==> src/rtl/xy_pair_pkg.sv <==
package xy_pair_pkg;

    typedef enum logic [1:0] {
        PH_IDLE = 2'd0,
        PH_HI   = 2'd1,
        PH_LO   = 2'd2
    } phase_t;

    typedef struct packed {
        logic dec;
        logic y_axis;
    } step_cfg_t;

    // Signed step applied to the location address to reach the partner byte.
    function automatic int step_delta(step_cfg_t cfg, int pitch);
        int mag;
        mag = cfg.y_axis ? pitch : 1;
        return cfg.dec ? -mag : mag;
    endfunction

endpackage

==> src/rtl/xy_step_unit.sv <==
module xy_step_unit
    import xy_pair_pkg::*;
#(
    parameter int LOC_W      = 16,
    parameter int LINE_PITCH = 128
) (
    input  logic [LOC_W-1:0] loc,
    input  step_cfg_t        cfg,
    output logic [LOC_W-1:0] nbr
);
    logic [LOC_W-1:0] delta;

    always_comb begin
        delta = LOC_W'(step_delta(cfg, LINE_PITCH));
        nbr   = loc + delta;   // truncation gives modulo 2^LOC_W wrap
    end

    always_comb begin
        if (cfg.y_axis == 1'b0 && cfg.dec == 1'b0 && loc == '1)
            p_wrap_top_r7: assert (nbr == '0);
    end
endmodule

==> src/rtl/xy_sequencer.sv <==
module xy_sequencer
    import xy_pair_pkg::*;
#(
    parameter int LOC_W  = 16,
    parameter int DATA_W = 16
) (
    input  logic              clk,
    input  logic              rst,
    input  logic              req,
    input  logic [LOC_W-1:0]  loc_in,
    input  step_cfg_t         cfg_in,
    input  logic              we_in,
    input  logic [DATA_W-1:0] wdata_in,
    output phase_t            phase,
    output logic [LOC_W-1:0]  loc_q,
    output step_cfg_t         cfg_q,
    output logic              we_q,
    output logic [DATA_W-1:0] wdata_q,
    output logic              done
);
    always_ff @(posedge clk) begin
        if (rst) begin
            phase   <= PH_IDLE;
            done    <= 1'b0;
            loc_q   <= '0;
            cfg_q   <= '0;
            we_q    <= 1'b0;
            wdata_q <= '0;
        end else begin
            done <= (phase == PH_LO);
            unique case (phase)
                PH_IDLE: if (req) begin
                    loc_q   <= loc_in;
                    cfg_q   <= cfg_in;
                    we_q    <= we_in;
                    wdata_q <= wdata_in;
                    phase   <= PH_HI;
                end
                PH_HI:   phase <= PH_LO;
                PH_LO:   phase <= PH_IDLE;
                default: phase <= PH_IDLE;
            endcase
        end
    end

    p_hi_then_lo_r4: assert property (@(posedge clk) disable iff (rst)
        phase == PH_HI |=> phase == PH_LO);

    p_hold_req_r9: assert property (@(posedge clk) disable iff (rst)
        phase != PH_IDLE |=> $stable(loc_q) && $stable(cfg_q) && $stable(wdata_q));

    p_done_pulse_r8: assert property (@(posedge clk) disable iff (rst)
        done |=> !done);
endmodule

==> src/rtl/xy_byte_lanes.sv <==
module xy_byte_lanes
    import xy_pair_pkg::*;
#(
    parameter int BYTE_W = 8
) (
    input  logic              clk,
    input  logic              rst,
    input  phase_t            phase,
    input  logic [2*BYTE_W-1:0] wdata_q,
    input  logic [BYTE_W-1:0] mem_rdata,
    output logic [BYTE_W-1:0] wbyte,
    output logic [2*BYTE_W-1:0] rdata
);
    logic [BYTE_W-1:0] hi_q, lo_q;

    always_ff @(posedge clk) begin
        if (rst) begin
            hi_q <= '0;
            lo_q <= '0;
        end else begin
            if (phase == PH_HI) hi_q <= mem_rdata;
            if (phase == PH_LO) lo_q <= mem_rdata;
        end
    end

    always_comb begin
        wbyte = (phase == PH_HI) ? wdata_q[2*BYTE_W-1:BYTE_W] : wdata_q[BYTE_W-1:0];
        rdata = {hi_q, lo_q};
    end

    p_hi_capture_r8: assert property (@(posedge clk) disable iff (rst)
        phase == PH_HI |=> hi_q == $past(mem_rdata));
endmodule

==> src/rtl/xy_pair_addr_gen.sv <==
module xy_pair_addr_gen
    import xy_pair_pkg::*;
#(
    parameter int LOC_W      = 16,
    parameter int BYTE_W     = 8,
    parameter int LINE_PITCH = 128,
    localparam int HOST_W    = LOC_W + 1,
    localparam int DATA_W    = 2 * BYTE_W
) (
    input  logic              clk,
    input  logic              rst,
    input  logic              req,
    input  logic [HOST_W-1:0] host_addr,
    input  logic              is_write,
    input  logic [DATA_W-1:0] wdata,
    input  logic              step_dec,
    input  logic              step_y,
    output logic              mem_valid,
    output logic [LOC_W-1:0]  mem_addr,
    output logic              mem_we,
    output logic              mem_lane_hi,
    output logic [BYTE_W-1:0] mem_wbyte,
    input  logic [BYTE_W-1:0] mem_rdata,
    output logic              busy,
    output logic              done,
    output logic [DATA_W-1:0] rdata
);
    phase_t            phase;
    logic [LOC_W-1:0]  loc_q, nbr;
    step_cfg_t         cfg_in, cfg_q;
    logic              we_q;
    logic [DATA_W-1:0] wdata_q;

    assign cfg_in = '{dec: step_dec, y_axis: step_y};

    xy_sequencer #(.LOC_W(LOC_W), .DATA_W(DATA_W)) u_seq (
        .clk(clk), .rst(rst), .req(req),
        .loc_in(host_addr[HOST_W-1:1]), .cfg_in(cfg_in),
        .we_in(is_write), .wdata_in(wdata),
        .phase(phase), .loc_q(loc_q), .cfg_q(cfg_q),
        .we_q(we_q), .wdata_q(wdata_q), .done(done)
    );

    xy_step_unit #(.LOC_W(LOC_W), .LINE_PITCH(LINE_PITCH)) u_step (
        .loc(loc_q), .cfg(cfg_q), .nbr(nbr)
    );

    xy_byte_lanes #(.BYTE_W(BYTE_W)) u_lanes (
        .clk(clk), .rst(rst), .phase(phase), .wdata_q(wdata_q),
        .mem_rdata(mem_rdata), .wbyte(mem_wbyte), .rdata(rdata)
    );

    always_comb begin
        mem_valid   = (phase != PH_IDLE);
        mem_lane_hi = (phase == PH_HI);
        mem_addr    = (phase == PH_HI) ? loc_q : nbr;
        mem_we      = mem_valid && we_q;
        busy        = mem_valid;
    end

    p_lane_order_r3: assert property (@(posedge clk) disable iff (rst)
        mem_valid && mem_lane_hi |=> mem_valid && !mem_lane_hi);

    p_x_step_r5: assert property (@(posedge clk) disable iff (rst)
        mem_valid && !mem_lane_hi && !cfg_q.y_axis |->
        LOC_W'(mem_addr - $past(mem_addr)) == (cfg_q.dec ? {LOC_W{1'b1}} : LOC_W'(1)));

    p_done_after_lo_r8: assert property (@(posedge clk) disable iff (rst)
        mem_valid && !mem_lane_hi |=> done && !mem_valid);

    p_we_const_r11: assert property (@(posedge clk) disable iff (rst)
        mem_valid && mem_lane_hi |=> mem_we == $past(mem_we));
endmodule

==> config.mk <==
export PLATFORM = sky130hd
export DESIGN_NAME = xy_pair_addr_gen
export DESIGN_NICKNAME = d
export VERILOG_FILES = /design/src/rtl/xy_pair_pkg.sv /design/src/rtl/xy_step_unit.sv /design/src/rtl/xy_sequencer.sv /design/src/rtl/xy_byte_lanes.sv /design/src/rtl/xy_pair_addr_gen.sv
export SDC_FILE = /design/constraint.sdc
export NUM_CORES = 1
export LEC_CHECK = 0
export BUFFER_PORTS_ARGS = -buffer_cell sky130_fd_sc_hd__buf_2
export CORE_UTILIZATION = 37
export CTS_CLUSTER_SIZE = 25
export DETAILED_ROUTE_END_ITERATION = 8
export PLACE_DENSITY = 0.62
export SLEW_MARGIN = 5
export SYNTH_ARGS = -nofsm -noshare
export SYNTH_HDL_FRONTEND = slang
export SYNTH_HIERARCHICAL = 1
export SYNTH_SLANG_ARGS = --single-unit
==> constraint.sdc <==
create_clock -name clk -period 3.76 [get_ports clk]
set_input_delay 0.752 -clock clk [delete_from_list [all_inputs] [get_ports clk]]
set_output_delay 0.752 -clock clk [all_outputs]
set_load 0.1 [all_outputs]
==> reports/results.ini, run 1 <==
[grt]
grt_pass1_vias=2601
grt.total_usage=0.148
grt_pass1_wl_mm=11.7
antenna_found_initial=0
overflow=0
grt_max_degree=98

[sta]
finalSetupViolations=0
hold_violations=0
timing.final.crit_share=0.946
slew_headroom=0.554
final.setup.tns_ns=0
tightest_slew_ns=0.669
period_needed_ns=3.56
clock_skew_ns=0.00659
fmax_mhz=281
grt_setup_unrepaired=no
whs_ns=0.476
slew_viol_final=0

[yosys]
ys.warnings.count=6
syn_area_sq_um=3460
yosysTopAreaCell=dfxtp_1
yosysTopAreaCellShare=0.313
synth_cell_types=50
syn_nets=401
syn_inst=343
synth_area_leaders=dfxtp_1 (31%), nand2b_1 (18%), mux2i_1 (15%), mux2_4 (6.1%), ha_1 (4.0%)
synth_edf_count=0
ys_ff_latch=54
yosys_most_used_dff=dfxtp_1
synth_area_per_cell_sq_um=10.1
synth_seq_area_share=0.313
synthArstFlopShare=0

[layout]
n_antenna_cell=0
post-route-util=0.452
mostFrequentLayoutCells=nand2b_1 (98), buf_2 (88), dfxtp_1 (53)
mostFrequentLayoutCell=nand2b_1
layout-drive-gt1-share=0.332
nets=479
area_growth_pct=16.3
fin_cells=530

[place]
dp_hpwl_mm=4.87
place_inst=522
globalplace.congestion=0.844
port_buffers=90

[detailed_routing]
wl_mm=6.99
routed-via-count=2580
drc=0
via_per_inst=4.87
ant_nets=0
drt_iter0_drc=48
dr.pass1.iters=4
wl_per_cell_um=13.2

[clock_tree]
cts.path.max_buffers=2
cts_hold_buffers=0
clkSinkCount=54
cts.htree.levels=2
tritoncts=yes
cts_root_buf=clkbuf_8
numCtsBuffers=5
clkSlewWorstSetupHoldPaths_ns=0.10
clkLatencyLatePin_ns=0.31

[status]
status=complete, no violations

[worst_setup_path]
path_class=reg2out
worstPathCellList=or2_2 -> ha_1 -> nand4_1 -> a21oi_1 -> o221ai_1 -> xnor2_1 -> mux2_2 -> buf_2
required_ns=3.01
path_max_fanout=11
rrSetupSlack_ns=2.36
arrival_ns=2.81
end_kind=primary output
max_stage_delay_ns=0.42
timing.critical_path.slowest_stage_cell=buf_2
start_kind=register

[worst_hold_path]
hp-class=reg2reg

[floorplanning]
die_h_um=98.7
coreArea_sq_um=8890
rows=34
io_pins=92
die_x_um=98.7
start_util=0.389
dieArea_sq_um=9740

[pwr]
seqPwrFrac=0.370
p_total_mw=1.73
p_per_area_nw_per_um2=430
power.internal_mw=1.00
comb_power_share=0.393
p_sw_frac=0.420
switchingPower_uw=726
p_leak_nw=1.89
clock_power_share=0.237
peakVddDrop_uv=196

[run]
cap_violations=0

power by group through the flow:
stage,clock [mW],sequential (mW),combinational [mW]
final,0.410,0.640,0.678
after global routing,0.447,0.645,0.716
after CTS,0.432,0.640,0.683
after detailed placement,0,0.652,0.682
after global placement,0,0.651,0.676
after floorplan,0,0.693,0.548
layer usage:
metal / routed length [um] / GRT usage / vias to the layer above
li1: - / - / 1328
met1: 3280 / 0.169 / 1184
met2: 3260 / 0.270 / 66
met3: 427 / 0.0461 / 2
met4: 23 / 0.0310 / 0
met5: 0 / 0 / -
what timing repair did:
action	CTS	global route
gates resized for setup	0	2
hold endpoints to repair	0	0
endpoints found under the setup margin	0	6
buffers inserted	0	0
final timing paths:
check | from | cells after the start | end
max reg2reg | u_seq/phase[0] | 2 | u_lanes/hi_q[3]
min reg2reg | u_seq/we_q | 2 | u_seq/we_q
min | u_seq/we_q | 2 | u_seq/we_q
max | u_seq/cfg_q[1] | 8 | mem_addr[15]
logic make-up after synthesis:
kind of cell / after synthesis / synth area share
buffers and inverters: 26 / 0.0586
AOI/OAI and AO/OA: 23 / 0.0525
muxes: 76 / 0.244
and+or+nand+nor: 138 / 0.255
xor gates and xnor gates: 15 / 0.0380
adders and majority gates: 11 / 0.0398
DFF: 54 / 0.313
cells in the mapped netlist (3+ instances only):
library cell  count
dfxtp_1          54
mux2i_1          52
inv_1             4
nand2b_1         98
mux2_2           10
xnor2_1           9
nand2_1           3
xor2_1            6
ha_1             11
clkbuf_1         10
a21o_1            4
buf_2             4
nand3_1           4
nor2_1            4
buf_12            5
nor3b_1           3
nor3_1            6
a21oi_1           5
or2_2             4
mux2_4           14
registers in the layout, indices dropped and copies added (netlist names):
| signal | count |
|---|---|
| u_lanes/hi_q | 8 |
| u_seq/we_q | 1 |
| u_seq/wdata_q | 16 |
| u_lanes/lo_q | 8 |
| u_seq/loc_q | 16 |
| u_seq/cfg_q | 2 |
| u_seq/done | 1 |
| u_seq/phase | 2 |
metrics by stage:
stage	instance area, sq um	setup slack [ns]
floorplan	3460	0.554
global placement	3900	0.414
detailed placement	3900	0.414
CTS	4020	0.0340
global route	4020	0.0257
finish	4020	0.203
layout make-up:
class	instances	area, sq um
fillers	888	4870
multi-input cells	263	2180
flip-flops and latches	54	1080
repair buffers	93	490
well taps	108	135
clock buffers	5	68.8
clock inverters	3	47.5
inverters	4	15.0
worst max-delay path: cells and delay by family, from the launching register on:
kind                     cells  cell delay (ns)
XOR/XNOR                     1             0.17
AO/OA/AOI/OAI                2             0.58
multiplexers                 1             0.17
flip-flops                   1             0.41
buffers and inverters        1             0.42
adder cells (fa/ha/maj)      1             0.33
AND/OR/NAND/NOR              2             0.41
No activity file was read; power rests on OpenSTA's default activity.
==> run 2, diff against run 1 <==
Settings changed: CORE_UTILIZATION 37 to 50, CTS_BUF_LIST set to sky130_fd_sc_hd__clkbuf_2 sky130_fd_sc_hd__clkbuf_4 sky130_fd_sc_hd__clkbuf_8, PLACE_DENSITY 0.62 to 0.78.
==> reports/results.ini, run 2 (same netlist as run 1, synthesis figures left out) <==
[detailed_routing]
drt_iter0_drc=94  ; was 48
wl_per_cell_um=12.9  ; was 13.2 um
drc=0  ; unchanged
via_per_inst=5.14  ; was 4.87
routed-via-count=2558  ; was 2580
dr.pass1.iters=4  ; unchanged
ant_nets=0  ; unchanged
wl_mm=6.45  ; was 6.99 mm

[worst_setup_path]
path_max_fanout=11  ; unchanged
rr_worst_depth=3  ; was 2
rrSetupSlack_ns=1.91  ; was 2.36 ns
path_class=reg2out  ; unchanged
timing.rr.end=u_seq/wdata_q[9]  ; was u_lanes/hi_q[3]
r2r_start=u_seq/phase[1]  ; was u_seq/phase[0]
start_kind=register  ; unchanged
end_kind=primary output  ; unchanged
required_ns=3.01  ; about the same
arrival_ns=2.77  ; was 2.81 ns

[run]
cap_violations=0  ; unchanged

[layout]
layout-drive-gt1-share=0.330  ; was 0.332
mostFrequentLayoutCells=nand2b_1 (98), buf_2 (89), dfxtp_1 (53)  ; was nand2b_1 (98), buf_2 (88), dfxtp_1 (53)
n_fill_cell=584  ; was 888
area_growth_pct=15.2  ; was 16.3%
mostFrequentLayoutCell=nand2b_1  ; unchanged
regArea_sq_um=1080  ; about the same
multi_input_area_sq_um=2180  ; unchanged
post-route-util=0.614  ; was 0.452
reg.largest.list=u_seq/loc_q x16, u_seq/wdata_q x16  ; unchanged
nets=478  ; was 479
fin_cells=498  ; was 530
n_antenna_cell=0  ; unchanged

[sta]
fmax_mhz=284  ; was 281 MHz
slew_viol_final=0  ; unchanged
slew_headroom=0.251  ; was 0.554
hold_violations=0  ; unchanged
tightest_slew_ns=1.12  ; was 0.669 ns
period_needed_ns=3.52  ; was 3.56 ns
timing.final.crit_share=0.936  ; was 0.946
grt_setup_unrepaired=no  ; unchanged
final.setup.tns_ns=0  ; unchanged
finalSetupViolations=0  ; unchanged
clock_skew_ns=0.00495  ; was 0.00659 ns

[clock_tree]
cts.path.max_buffers=2  ; unchanged
cts_hold_buffers=0  ; unchanged
tritoncts=yes  ; unchanged
numCtsBuffers=5  ; unchanged
cts_root_buf=clkbuf_8  ; unchanged
clkSinkCount=54  ; unchanged
cts.htree.levels=2  ; unchanged
clkSlewWorstSetupHoldPaths_ns=0.10  ; about the same
post_cts_buffers=0  ; unchanged
clkLatencyLatePin_ns=0.30  ; was 0.31 ns

[worst_hold_path]
min_delay_worst_endpoint=u_seq/wdata_q[5]  ; was u_seq/we_q
whs_path_depth=2  ; unchanged
hp-class=reg2reg  ; unchanged
hold_start=u_seq/wdata_q[5]  ; was u_seq/we_q

[place]
dp_hpwl_mm=4.67  ; was 4.87 mm
globalplace.congestion=0.789  ; was 0.844
port_buffers=90  ; unchanged
place_inst=490  ; was 522

[floorplanning]
io_pins=92  ; unchanged
start_util=0.532  ; was 0.389
die_h_um=85.2  ; was 98.7 um
rows=29  ; was 34
die_x_um=85.2  ; was 98.7 um
dieArea_sq_um=7250  ; was 9740 sq um
coreArea_sq_um=6490  ; was 8890 sq um

[grt]
grt_pass1_vias=2469  ; was 2601
grt.total_usage=0.184  ; was 0.148
antenna_found_initial=0  ; unchanged
grt_pass1_wl_mm=10.9  ; was 11.7 mm
overflow=0  ; unchanged
grt_max_degree=98  ; unchanged

[pwr]
p_leak_nw=1.89  ; about the same
peakVddDrop_uv=260  ; was 196 uV
p_total_mw=1.72  ; was 1.73 mW
p_per_area_nw_per_um2=432  ; was 430 nW/um^2

[status]
status=complete, no violations  ; unchanged

[run 2: area by class of cell]
cell class,instances,area share
multi-input cells,263,0.547
clock buffers,5,0.0173
flip-flops and latches,54,0.272
repair buffers,92,0.124
inverters,4,0.00377
well taps,77,0.0242
clock inverters,3,0.0122
[run 2: per-stage QoR]
stage	instance area [sq um]	hold slack (ns)	worst slack [ns]
after detailed placement	3870	0.467	0.418
after global routing	3990	0.498	0.0405
after floorplan	3460	0.444	0.554
final	3990	0.477	0.241
after CTS	3980	0.483	0.0581
after global placement	3870	0.456	0.430
[run 2: worst max path at each step]
stage              startpoint            to  slack, ns
6_report       u_seq/cfg_q[1]  mem_addr[12]       0.24
5_1_grt        u_seq/cfg_q[1]  mem_addr[10]       0.04
4_1_cts        u_seq/cfg_q[1]  mem_addr[12]       0.06
3_3_place_gp   u_seq/cfg_q[1]  mem_addr[12]       0.43
2_1_floorplan  u_seq/cfg_q[1]  mem_addr[14]       0.55
3_5_place_dp   u_seq/cfg_q[1]  mem_addr[12]       0.42
[run 2: where the power goes]
group	switching, mW	internal (mW)	total [mW]	leakage (nW)
Sequential	0.0330	0.607	0.640	0.443
Combinational	0.482	0.195	0.677	1.39
Clock	0.202	0.203	0.405	0.0563
[run 2: critical path, cell delays in order (launching register included)]
cell       delay (ns)
dfxtp_2          0.47
nand2b_1         0.12
xnor2_1          0.16
ha_1             0.27
nor3_1           0.08
a211oi_2         0.35
o2111ai_1        0.21
mux2i_1          0.18
nand2_1          0.06
mux2_4           0.26
buf_2            0.29
[run 2: routing by layer]
metal | track usage | wire length, um
met1 | 0.227 | 2860
met2 | 0.315 | 3130
met3 | 0.0554 | 406
met4 | 0.0447 | 40
met5 | 0 | 0
[run 2: repair_timing]
| action | CTS | global route |
|---|---|---|
| gates resized for setup | 0 | 1 |
| endpoints found under the setup margin | 0 | 4 |
| hold endpoints to repair | 0 | 0 |
